<file path="config.mk">
export PLATFORM = sky130hd
export DESIGN_NAME = irq_prio_ctl
export DESIGN_NICKNAME = d
export VERILOG_FILES = /design/src/rtl/irq_prio_ctl.sv
export SDC_FILE = /design/constraint.sdc
export NUM_CORES = 1
export LEC_CHECK = 0
export ABC_AREA = 1
export BUFFER_PORTS_ARGS = -buffer_cell sky130_fd_sc_hd__buf_2
export CAP_MARGIN = 20
export CORE_AREA = 2 2 46 48
export DETAILED_ROUTE_END_ITERATION = 12
export DIE_AREA = 0 0 48 50
export HOLD_SLACK_MARGIN = 0.1
export PLACE_DENSITY = 0.78
export SLEW_MARGIN = 30
export SYNTH_ARGS = -nofsm -noshare
export SYNTH_HDL_FRONTEND = slang
export SYNTH_SLANG_ARGS = --single-unit
export TNS_END_PERCENT = 5
</file>
<file path="constraint.sdc">
create_clock -name clk -period 2.5 [get_ports clk]
set_input_delay 0.25 -clock clk [delete_from_list [all_inputs] [get_ports clk]]
set_output_delay 0.25 -clock clk [all_outputs]
set_load 0.05 [all_outputs]
</file>
<file path="src/rtl/irq_prio_ctl.sv">
module irq_prio_ctl #(
  parameter int NSRC = 5,
  parameter int VEC_W = 16
) (
  input  logic             clk,
  input  logic             rst_n,
  input  logic             en_wr,
  input  logic [7:0]       en_wdata,
  output logic [7:0]       en_rdata,
  input  logic [1:0]       ext_mode,
  input  logic [1:0]       ext_n,
  input  logic [1:0]       tmr_ovf,
  input  logic             ser_flag,
  input  logic             reti,
  output logic             irq_ack,
  output logic [VEC_W-1:0] irq_vec,
  output logic             in_service
);
  localparam int IW = $clog2(NSRC);

  logic [7:0]      en_q;
  logic [1:0]      ext_prev, edge_pend;
  logic [1:0]      ext_req;
  logic [NSRC-1:0] req, masked;
  logic [IW-1:0]   win;
  logic            take;

  assign en_rdata = en_q;

  // per-source request; bit index equals priority rank (0 = highest)
  assign ext_req = (ext_mode & edge_pend) | (~ext_mode & ~ext_n);
  assign req     = {ser_flag, tmr_ovf[1], ext_req[1], tmr_ovf[0], ext_req[0]};
  assign masked  = req & en_q[NSRC-1:0] & {NSRC{en_q[7]}};
  assign take    = !in_service && (|masked);

  always_comb begin
    win = '0;
    for (int i = NSRC - 1; i >= 0; i--)
      if (masked[i]) win = IW'(i);
  end

  always_ff @(posedge clk or negedge rst_n) begin
    if (!rst_n) en_q <= 8'h00;
    else if (en_wr) en_q <= en_wdata & 8'h9F;
  end

  always_ff @(posedge clk or negedge rst_n) begin
    if (!rst_n) begin
      ext_prev  <= 2'b11;
      edge_pend <= 2'b00;
    end else begin
      ext_prev <= ext_n;
      for (int p = 0; p < 2; p++) begin
        if (!ext_mode[p])
          edge_pend[p] <= 1'b0;
        else if (ext_prev[p] && !ext_n[p])
          edge_pend[p] <= 1'b1;
        else if (take && win == IW'(2 * p))
          edge_pend[p] <= 1'b0;
      end
    end
  end

  always_ff @(posedge clk or negedge rst_n) begin
    if (!rst_n) begin
      irq_ack    <= 1'b0;
      irq_vec    <= '0;
      in_service <= 1'b0;
    end else begin
      irq_ack <= take;
      if (take) begin
        irq_vec    <= VEC_W'(3 + 8 * win);
        in_service <= 1'b1;
      end else if (reti) begin
        in_service <= 1'b0;
      end
    end
  end

  assert_ack_marks_service_R6: assert property (@(posedge clk) disable iff (!rst_n)
    irq_ack |-> in_service);

  assert_no_accept_in_service_R7: assert property (@(posedge clk) disable iff (!rst_n)
    (in_service && !reti) |=> !irq_ack);

  assert_ack_needs_master_R3: assert property (@(posedge clk) disable iff (!rst_n)
    irq_ack |-> $past(en_rdata[7]));

  assert_ack_single_cycle_R6: assert property (@(posedge clk) disable iff (!rst_n)
    irq_ack |=> !irq_ack);

  assert_vec_legal_R5: assert property (@(posedge clk) disable iff (!rst_n)
    irq_ack |-> (irq_vec == 16'h0003 || irq_vec == 16'h000B || irq_vec == 16'h0013 ||
                 irq_vec == 16'h001B || irq_vec == 16'h0023));

  assert_spare_bits_zero_R2: assert property (@(posedge clk) disable iff (!rst_n)
    en_rdata[6:5] == 2'b00);
endmodule

</file>
==> load_flow_metrics.sql, run 1 <==
INSERT INTO impl_metrics (metric_group, metric, value, unit) VALUES
('logic_synthesis', 'postSynthCellCount', '91', ''),
('status', 'run_status', 'finished clean', ''),
('timing', 'setup_violations', '0', ''),
('flow_run', 'maxCapViolCount', '0', ''),
('floorplan', 'die_area', '2400', 'µm²'),
('floorplan', 'io_pins', '45', ''),
('floorplan', 'die_height', '50', 'µm'),
('floorplan', 'core', '1900', 'µm²'),
('clock_tree', 'tritoncts', 'done', ''),
('worst_setup_path', 'worst-endpoint-arrival', '1.62', 'ns'),
('timing', 'max_freq', '694', 'MHz'),
('clock_tree', 'clk_transition_reported_paths', '0.09', 'ns'),
('worst_setup_path', 'timing.critical_path.from', 'ext_n[1]', ''),
('finish', 'postLayoutCellArea', '1000', 'µm²'),
('placement', 'globalplace.congestion', '0.707', ''),
('placement', 'io_buffers', '29', ''),
('hold_path', 'holdCritPathClass', 'in2reg', ''),
('finish', 'finish.cell_count_without_fillers', '151', ''),
('global_route', 'gr-total-overflow', '0', ''),
('placement', 'post-place-ws', '1.22', 'ns'),
('logic_synthesis', 'ys.warnings.count', '0', ''),
('global_route', 'grt_antenna_before_repair', '0', ''),
('timing', 'min_period', '1.44', 'ns'),
('global_route', 'grt_pass1_vias', '619', ''),
('floorplan', 'initial_utilization', '43.2', '%'),
('floorplan', 'die_w', '48', 'µm'),
('clock_tree', 'cts_setup_buffers', '0', ''),
('global_route', 'track_usage', '14.1', '%'),
('finish', 'layout.cells.most_common_list', 'sky130_fd_sc_hd__buf_2 (29), sky130_fd_sc_hd__nand2_1 (24), sky130_fd_sc_hd__dfrtp_1 (14), sky130_fd_sc_hd__conb_1 (13), sky130_fd_sc_hd__nand3_1 (7)', ''),
('placement', 'dpl-instance-area', '936', 'µm²'),
('global_route', 'wire_length_of_the_first_global_routing_pass', '2440', 'µm'),
('worst_setup_path', 'timing.setup.critical_path_class', 'in2reg', ''),
('drt', 'drt_wl_total', '1340', 'µm'),
('power', 'power_density', '822', 'nW/µm²'),
('logic_synthesis', 'mapped_area', '821', 'µm²'),
('power', 'irDropWorstVdd', '0.390', 'mV'),
('timing', 'setup_tns_after_final_layout', '0', 'ns'),
('finish', 'layout.filler_cells', '189', ''),
('drt', 'wl_per_cell', '8.85', 'µm'),
('drt', 'vias', '648', ''),
('timing', 'finalMaxSlewViolations', '0', ''),
('hold_path', 'min_to', 'in_service$_DFFE_PN0P_', ''),
('power', 'overall_power_of_the_completed_layout', '0.823', 'mW'),
('logic_synthesis', 'synth.lib_cells_used.distinct', '20', ''),
('hold_path', 'holdPathStages', '2', ''),
('clock_tree', 'cts.htree.levels', '1', ''),
('timing', 'worst_path_setup_slack_after_routing', '1.06', 'ns'),
('drt', 'antenna_violating_nets_post_route', '0', ''),
('placement', 'place_inst', '144', ''),
('worst_setup_path', 'end_kind', 'flop', ''),
('clock_tree', 'maximum_buffer_depth_of_the_clock_tree', '2', ''),
('global_route', 'grt_start_max_net_pins', '17', ''),
('timing', 'skew', '0.00307', 'ns'),
('logic_synthesis', 'synth.yosys.seq_area_share', '49.1', '%'),
('drt', 'drcViolationCount', '0', ''),
('logic_synthesis', 'avgSynthCellArea', '9.02', 'µm²'),
('worst_setup_path', 'rr_endpoint', 'edge_pend[0]$_DFFE_PN0P_', ''),
('timing', 'final_hold_viol_count', '0', ''),
('placement', 'detailed_place_hpwl', '1100', 'µm'),
('timing', 'setup_repair_after_global_routing_missed_its_margin', 'no', ''),
('drt', 'dr.first_iter.drc_count', '10', ''),
('worst_setup_path', 'setup.worst_path.start_class', 'input pin', ''),
('timing', 'layout_worst_path_cycle_share', '57.6', '%'),
('clock_tree', 'cts_buffers', '3', ''),
('finish', 'nets', '144', ''),
('clock_tree', 'cts_sinks', '16', ''),
('power', 'p_leak', '0.556', 'nW'),
('clock_tree', 'worstSkewPairLatency', '0.28', 'ns'),
('finish', 'drive_gt1_share', '37.1', '%'),
('finish', 'syn_to_final_growth', '22.1', '%'),
('hold_path', 'hold_path_startpoint', 'reti', ''),
('clock_tree', 'clock_tree.root_cell', 'sky130_fd_sc_hd__clkbuf_4', ''),
('logic_synthesis', 'synth_register_bits', '16', ''),
('worst_setup_path', 'critical_path_peak_fanout', '5', ''),
('finish', 'antennaDiodeCount', '0', ''),
('floorplan', 'rows', '16', ''),
('worst_setup_path', 'reg2reg_depth', '9', ''),
('finish', 'layout_commonest_cell', 'sky130_fd_sc_hd__buf_2', ''),
('worst_setup_path', 'rrSetupSlack', '1.22', 'ns'),
('worst_setup_path', 'critPathRequiredTime', '2.68', 'ns'),
('worst_setup_path', 'rr_startpoint', 'en_rdata[7]$_DFFE_PN0P_', ''),
('drt', 'detail_route.first_pass.iterations', '3', ''),
('drt', 'post_drt_via_cell_ratio', '4.29', '');
[worst max-delay path, stage by stage]
cell,delay [ns]
sky130_fd_sc_hd__dlygate4sd3_1,0.53
sky130_fd_sc_hd__buf_2,0.13
sky130_fd_sc_hd__o21ai_1,0.15
sky130_fd_sc_hd__nand2_2,0.10
sky130_fd_sc_hd__nand2_1,0.09
sky130_fd_sc_hd__nor2_2,0.05
sky130_fd_sc_hd__a21oi_2,0.14
sky130_fd_sc_hd__nand2_1,0.06
sky130_fd_sc_hd__nand2_1,0.06
sky130_fd_sc_hd__nand2_1,0.05
[sequential cells by signal (all words and copies together) (netlist names)]
signal      count
en_rdata        6
irq_ack         1
in_service      1
edge_pend       2
ext_prev        2
irq_vec         4
[cell type report]
cell class                 count  area (µm²)  area share, %
tap                           27        33.8           3.37
sequential                    16         403           40.2
inverter                       7        26.3           2.62
clock buffer                   4        36.3           3.62
timing repair buffer          32         175           17.5
multi-input combinational     65         328           32.7
[how the worst max path moves through the flow]
stage                                           to  slack [ns]  cells past startpoint
after floorplan           edge_pend[0]$_DFFE_PN0P_        0.99                      9
after global placement      irq_vec[1]$_DFFE_PN0P_        1.24                      7
after detailed placement    irq_vec[1]$_DFFE_PN0P_        1.22                      7
after CTS                 edge_pend[0]$_DFFE_PN0P_        1.04                     10
after global routing      edge_pend[0]$_DFFE_PN0P_        0.92                     10
final                     edge_pend[0]$_DFFE_PN0P_        1.06                     10
[timing repair]
| item | 4_1_cts | 5_1_grt |
|---|---|---|
| hold buffers | 3 | 0 |
| resized for setup | 0 | 0 |
| endpoints found under the hold margin | 16 | 0 |
[synth_stat cells]
| master | count | area share, % |
|---|---|---|
| sky130_fd_sc_hd__a21oi_1 | 2 | 1.2 |
| sky130_fd_sc_hd__a21oi_2 | 1 | 1.1 |
| sky130_fd_sc_hd__a31oi_1 | 1 | 0.76 |
| sky130_fd_sc_hd__buf_4 | 14 | 13 |
| sky130_fd_sc_hd__clkbuf_1 | 1 | 0.46 |
| sky130_fd_sc_hd__clkinv_1 | 1 | 0.46 |
| sky130_fd_sc_hd__conb_1 | 1 | 0.46 |
| sky130_fd_sc_hd__dfrtp_1 | 14 | 43 |
| sky130_fd_sc_hd__dfstp_2 | 2 | 6.4 |
| sky130_fd_sc_hd__inv_1 | 6 | 2.7 |
| sky130_fd_sc_hd__mux2_2 | 6 | 8.2 |
| sky130_fd_sc_hd__nand2_1 | 24 | 11 |
| sky130_fd_sc_hd__nand2_2 | 2 | 1.5 |
| sky130_fd_sc_hd__nand3_1 | 7 | 4.3 |
| sky130_fd_sc_hd__nand3b_1 | 1 | 0.91 |
| sky130_fd_sc_hd__nor2_1 | 2 | 0.91 |
| sky130_fd_sc_hd__nor2_2 | 2 | 1.5 |
| sky130_fd_sc_hd__o21ai_0 | 2 | 1.2 |
| sky130_fd_sc_hd__o21ai_1 | 1 | 0.61 |
| sky130_fd_sc_hd__or2_1 | 1 | 0.76 |
[logic make-up after synthesis]
logic type | synth area share (%)
flip-flops | 49.1
multiplexers | 8.23
AO/OA/AOI/OAI | 4.88
other | 0.457
buffers and inverters | 16.5
AND/OR/NAND/NOR | 20.9
[per-stage QoR]
stage	hold slack, ns	utilization, %
floorplan	-0.0456	-
finish	0.130	52.7
global placement	0.169	49.2
global route	0.148	52.7
CTS	0.129	52.7
detailed placement	0.179	49.2
[per-layer routing]
| metal | track usage (%) | share of wire (%) |
|---|---|---|
| met3 | 2.20 | 9.5 |
| met1 | 19.0 | 45 |
| met4 | 6.76 | 1.9 |
| met5 | 0 | 0 |
| met2 | 21.3 | 44 |
[power breakdown]
group          switching [mW]  leakage, nW  internal (mW)  total (mW)
Sequential             0.0250        0.190          0.303       0.328
Combinational           0.257        0.345         0.0733       0.331
Clock                  0.0761       0.0210         0.0887       0.165
No activity file was read; power rests on OpenSTA's default activity.
==> run 2, diff against run 1 <==
--- a/config.mk
+++ b/config.mk
@@ -8,11 +8,11 @@
 export ABC_AREA = 1
 export BUFFER_PORTS_ARGS = -buffer_cell sky130_fd_sc_hd__buf_2
 export CAP_MARGIN = 20
-export CORE_AREA = 2 2 46 48
+export CORE_AREA = 2 2 47 49
 export DETAILED_ROUTE_END_ITERATION = 12
-export DIE_AREA = 0 0 48 50
+export DIE_AREA = 0 0 49 51
 export HOLD_SLACK_MARGIN = 0.1
-export PLACE_DENSITY = 0.78
+export PLACE_DENSITY = 0.75
 export SLEW_MARGIN = 30
 export SYNTH_ARGS = -nofsm -noshare
 export SYNTH_HDL_FRONTEND = slang
==> constraint.sdc (replaced) <==
create_clock -name clk -period 1.4 [get_ports clk]
set_input_delay 0.14 -clock clk [delete_from_list [all_inputs] [get_ports clk]]
set_output_delay 0.14 -clock clk [all_outputs]
set_load 0.05 [all_outputs]
==> load_flow_metrics.sql, run 2 (synthesized netlist as in run 1, its figures left out) <==
INSERT INTO impl_metrics (metric_group, metric, value, unit) VALUES
('clock_tree', 'clk_transition_reported_paths', '0.08', 'ns'),
('timing', 'finalMaxSlewViolations', '0', ''),
('drt', 'drt_wl_total', '1530', 'µm'),
('timing', 'max_freq', '765', 'MHz'),
('timing', 'skew', '0.00772', 'ns'),
('finish', 'syn_to_final_growth', '31.7', '%'),
('hold_path', 'min_to', 'edge_pend[0]$_DFFE_PN0P_', ''),
('placement', 'globalplace.congestion', '0.681', ''),
('power', 'irDropWorstVdd', '0.619', 'mV'),
('clock_tree', 'worstSkewPairLatency', '0.29', 'ns'),
('global_route', 'track_usage', '13.1', '%'),
('floorplan', 'initial_utilization', '39.8', '%'),
('timing', 'setup_violations', '0', ''),
('clock_tree', 'maximum_buffer_depth_of_the_clock_tree', '2', ''),
('worst_setup_path', 'critical-path-top-cell-by-count', 'sky130_fd_sc_hd__nand2_1', ''),
('worst_setup_path', 'worst-endpoint-arrival', '1.48', 'ns'),
('global_route', 'wire_length_of_the_first_global_routing_pass', '2470', 'µm'),
('floorplan', 'io_pins', '45', ''),
('status', 'run_status', 'finished clean', ''),
('floorplan', 'die_height', '51', 'µm'),
('flow_run', 'maxCapViolCount', '0', ''),
('global_route', 'grt_start_max_net_pins', '17', ''),
('global_route', 'gr-total-overflow', '0', ''),
('finish', 'postLayoutCellArea', '1080', 'µm²'),
('power', 'power_density', '1330', 'nW/µm²'),
('clock_tree', 'cts_sinks', '16', ''),
('finish', 'layout_commonest_cell', 'sky130_fd_sc_hd__buf_2', ''),
('clock_tree', 'tritoncts', 'done', ''),
('worst_setup_path', 'rr_startpoint', 'en_rdata[7]$_DFFE_PN0P_', ''),
('finish', 'largest_register_ffs', '6', ''),
('worst_setup_path', 'rr_endpoint', 'irq_vec[1]$_DFFE_PN0P_', ''),
('timing', 'whs', '0.126', 'ns'),
('worst_setup_path', 'cp.buffers_inverters', '2', ''),
('placement', 'dpl-instance-area', '940', 'µm²'),
('finish', 'nets', '151', ''),
('finish', 'drive_gt1_share', '41.5', '%'),
('clock_tree', 'cts_buffers', '3', ''),
('finish', 'layout.filler_cells', '197', ''),
('clock_tree', 'cts.htree.levels', '1', ''),
('drt', 'antenna_violating_nets_post_route', '0', ''),
('timing', 'final_hold_viol_count', '0', ''),
('worst_setup_path', 'critical_path.max_stage_delay', '0.53', 'ns'),
('worst_setup_path', 'end_kind', 'flop', ''),
('floorplan', 'die_area', '2500', 'µm²'),
('drt', 'dr.first_iter.drc_count', '4', ''),
('worst_setup_path', 'critPathRequiredTime', '1.58', 'ns'),
('placement', 'post-place-ws', '0.147', 'ns'),
('worst_setup_path', 'cp_num_cells', '10', ''),
('placement', 'io_buffers', '29', ''),
('worst_setup_path', 'timing.setup.critical_path_class', 'in2reg', ''),
('global_route', 'grt_antenna_before_repair', '0', ''),
('power', 'p_leak', '0.578', 'nW'),
('floorplan', 'core', '2060', 'µm²'),
('timing', 'layout_worst_path_cycle_share', '93.3', '%'),
('floorplan', 'die_w', '49', 'µm'),
('drt', 'detail_route.first_pass.iterations', '4', ''),
('finish', 'layout.cells.most_common_list', 'sky130_fd_sc_hd__buf_2 (29), sky130_fd_sc_hd__nand2_1 (20), sky130_fd_sc_hd__conb_1 (13), sky130_fd_sc_hd__dfrtp_1 (12), sky130_fd_sc_hd__dlygate4sd3_1 (10)', ''),
('drt', 'vias', '688', ''),
('drt', 'wl_per_cell', '9.69', 'µm'),
('clock_tree', 'cts_setup_buffers', '0', ''),
('worst_setup_path', 'slowest_stage', 'sky130_fd_sc_hd__dlygate4sd3_1', ''),
('timing', 'worst_path_setup_slack_after_routing', '0.0933', 'ns'),
('power', 'overall_power_of_the_completed_layout', '1.44', 'mW'),
('worst_setup_path', 'reg2reg_depth', '7', ''),
('hold_path', 'holdCritPathClass', 'in2reg', ''),
('hold_path', 'hold_path_startpoint', 'ext_mode[0]', ''),
('clock_tree', 'clock_tree.root_cell', 'sky130_fd_sc_hd__clkbuf_4', ''),
('worst_setup_path', 'critical_path_peak_fanout', '5', ''),
('worst_setup_path', 'rrSetupSlack', '0.14', 'ns'),
('drt', 'post_drt_via_cell_ratio', '4.35', ''),
('timing', 'min_period', '1.31', 'ns'),
('floorplan', 'rows', '17', ''),
('finish', 'antennaDiodeCount', '0', ''),
('hold_path', 'holdPathStages', '3', ''),
('worst_setup_path', 'timing.critical_path.max_delay_family', 'buffers and inverters', ''),
('global_route', 'grt_pass1_vias', '604', ''),
('drt', 'drcViolationCount', '0', ''),
('worst_setup_path', 'cp_cell_sequence', 'dlygate4sd3_1 -> buf_2 -> o21ai_2 -> nand2_2 -> nand2_2 -> nor2_2 -> a21oi_2 -> nand2_1 -> nand2_1 -> nand2_1', ''),
('placement', 'detailed_place_hpwl', '1080', 'µm'),
('worst_setup_path', 'setup.worst_path.start_class', 'input pin', '');
-- run 2: metrics by stage --
| stage | utilization (%) | cells | TNS (ns) |
|---|---|---|---|
| global placement | 45.5 | 145 | 0 |
| detailed placement | 45.5 | 145 | 0 |
| finish | 52.4 | 158 | 0 |
| global route | 52.4 | 158 | -0.00881 |
| floorplan | - | 103 | -0.0250 |
| CTS | 51.5 | 158 | 0 |
-- run 2: area by class of cell --
cell class                      instances  area, µm²  share of cell area [%]
Sequential cell                        16        405                    37.5
Multi-Input combinational cell         65        347                    32.1
Timing Repair Buffer                   39        245                    22.7
Tap cell                               28       35.0                    3.24
Inverter                                7       26.3                    2.43
Clock buffer                            3       22.5                    2.08
-- run 2: timing repair --
| item | CTS | global route |
|---|---|---|
| endpoints found under the setup margin | 0 | 2 |
| hold endpoints to repair | 25 | 0 |
| gates resized for setup | 0 | 7 |
| hold buffers | 10 | 0 |
-- run 2: per-layer routing --
metal / wire [µm] / vias up / part of all wire, % / global-route usage, %
met1: 624 / 307 / 41 / 14.3
met2: 759 / 34 / 50 / 23.5
met5: 0 / - / 0 / 0
met3: 109 / 5 / 7.1 / 2.34
li1: - / 342 / - / -
met4: 38 / 0 / 2.5 / 8.57
-- run 2: how the worst max path moves through the flow --
stage	from	endpoint	slack (ns)
2_1_floorplan	en_rdata[0]$_DFFE_PN0P_	irq_vec[1]$_DFFE_PN0P_	-0.02
3_3_place_gp	en_rdata[7]$_DFFE_PN0P_	irq_vec[1]$_DFFE_PN0P_	0.16
4_1_cts	ext_n[1]	edge_pend[0]$_DFFE_PN0P_	0.07
5_1_grt	ext_n[1]	edge_pend[0]$_DFFE_PN0P_	-0.009
3_5_place_dp	en_rdata[7]$_DFFE_PN0P_	irq_vec[1]$_DFFE_PN0P_	0.15
6_report	ext_n[1]	edge_pend[0]$_DFFE_PN0P_	0.09
-- run 2: tightest hold or removal path, stage by stage --
cell                      delay [ns]
sky130_fd_sc_hd__buf_2          0.10
sky130_fd_sc_hd__nand3_1        0.07
sky130_fd_sc_hd__nand2_1        0.07
-- run 2: power breakdown --
part	leakage (nW)	switching, mW	internal, mW
registers	0.188	0.0464	0.542
clock network	0.0138	0.136	0.100
logic	0.376	0.469	0.147
total	0.578	0.651	0.789
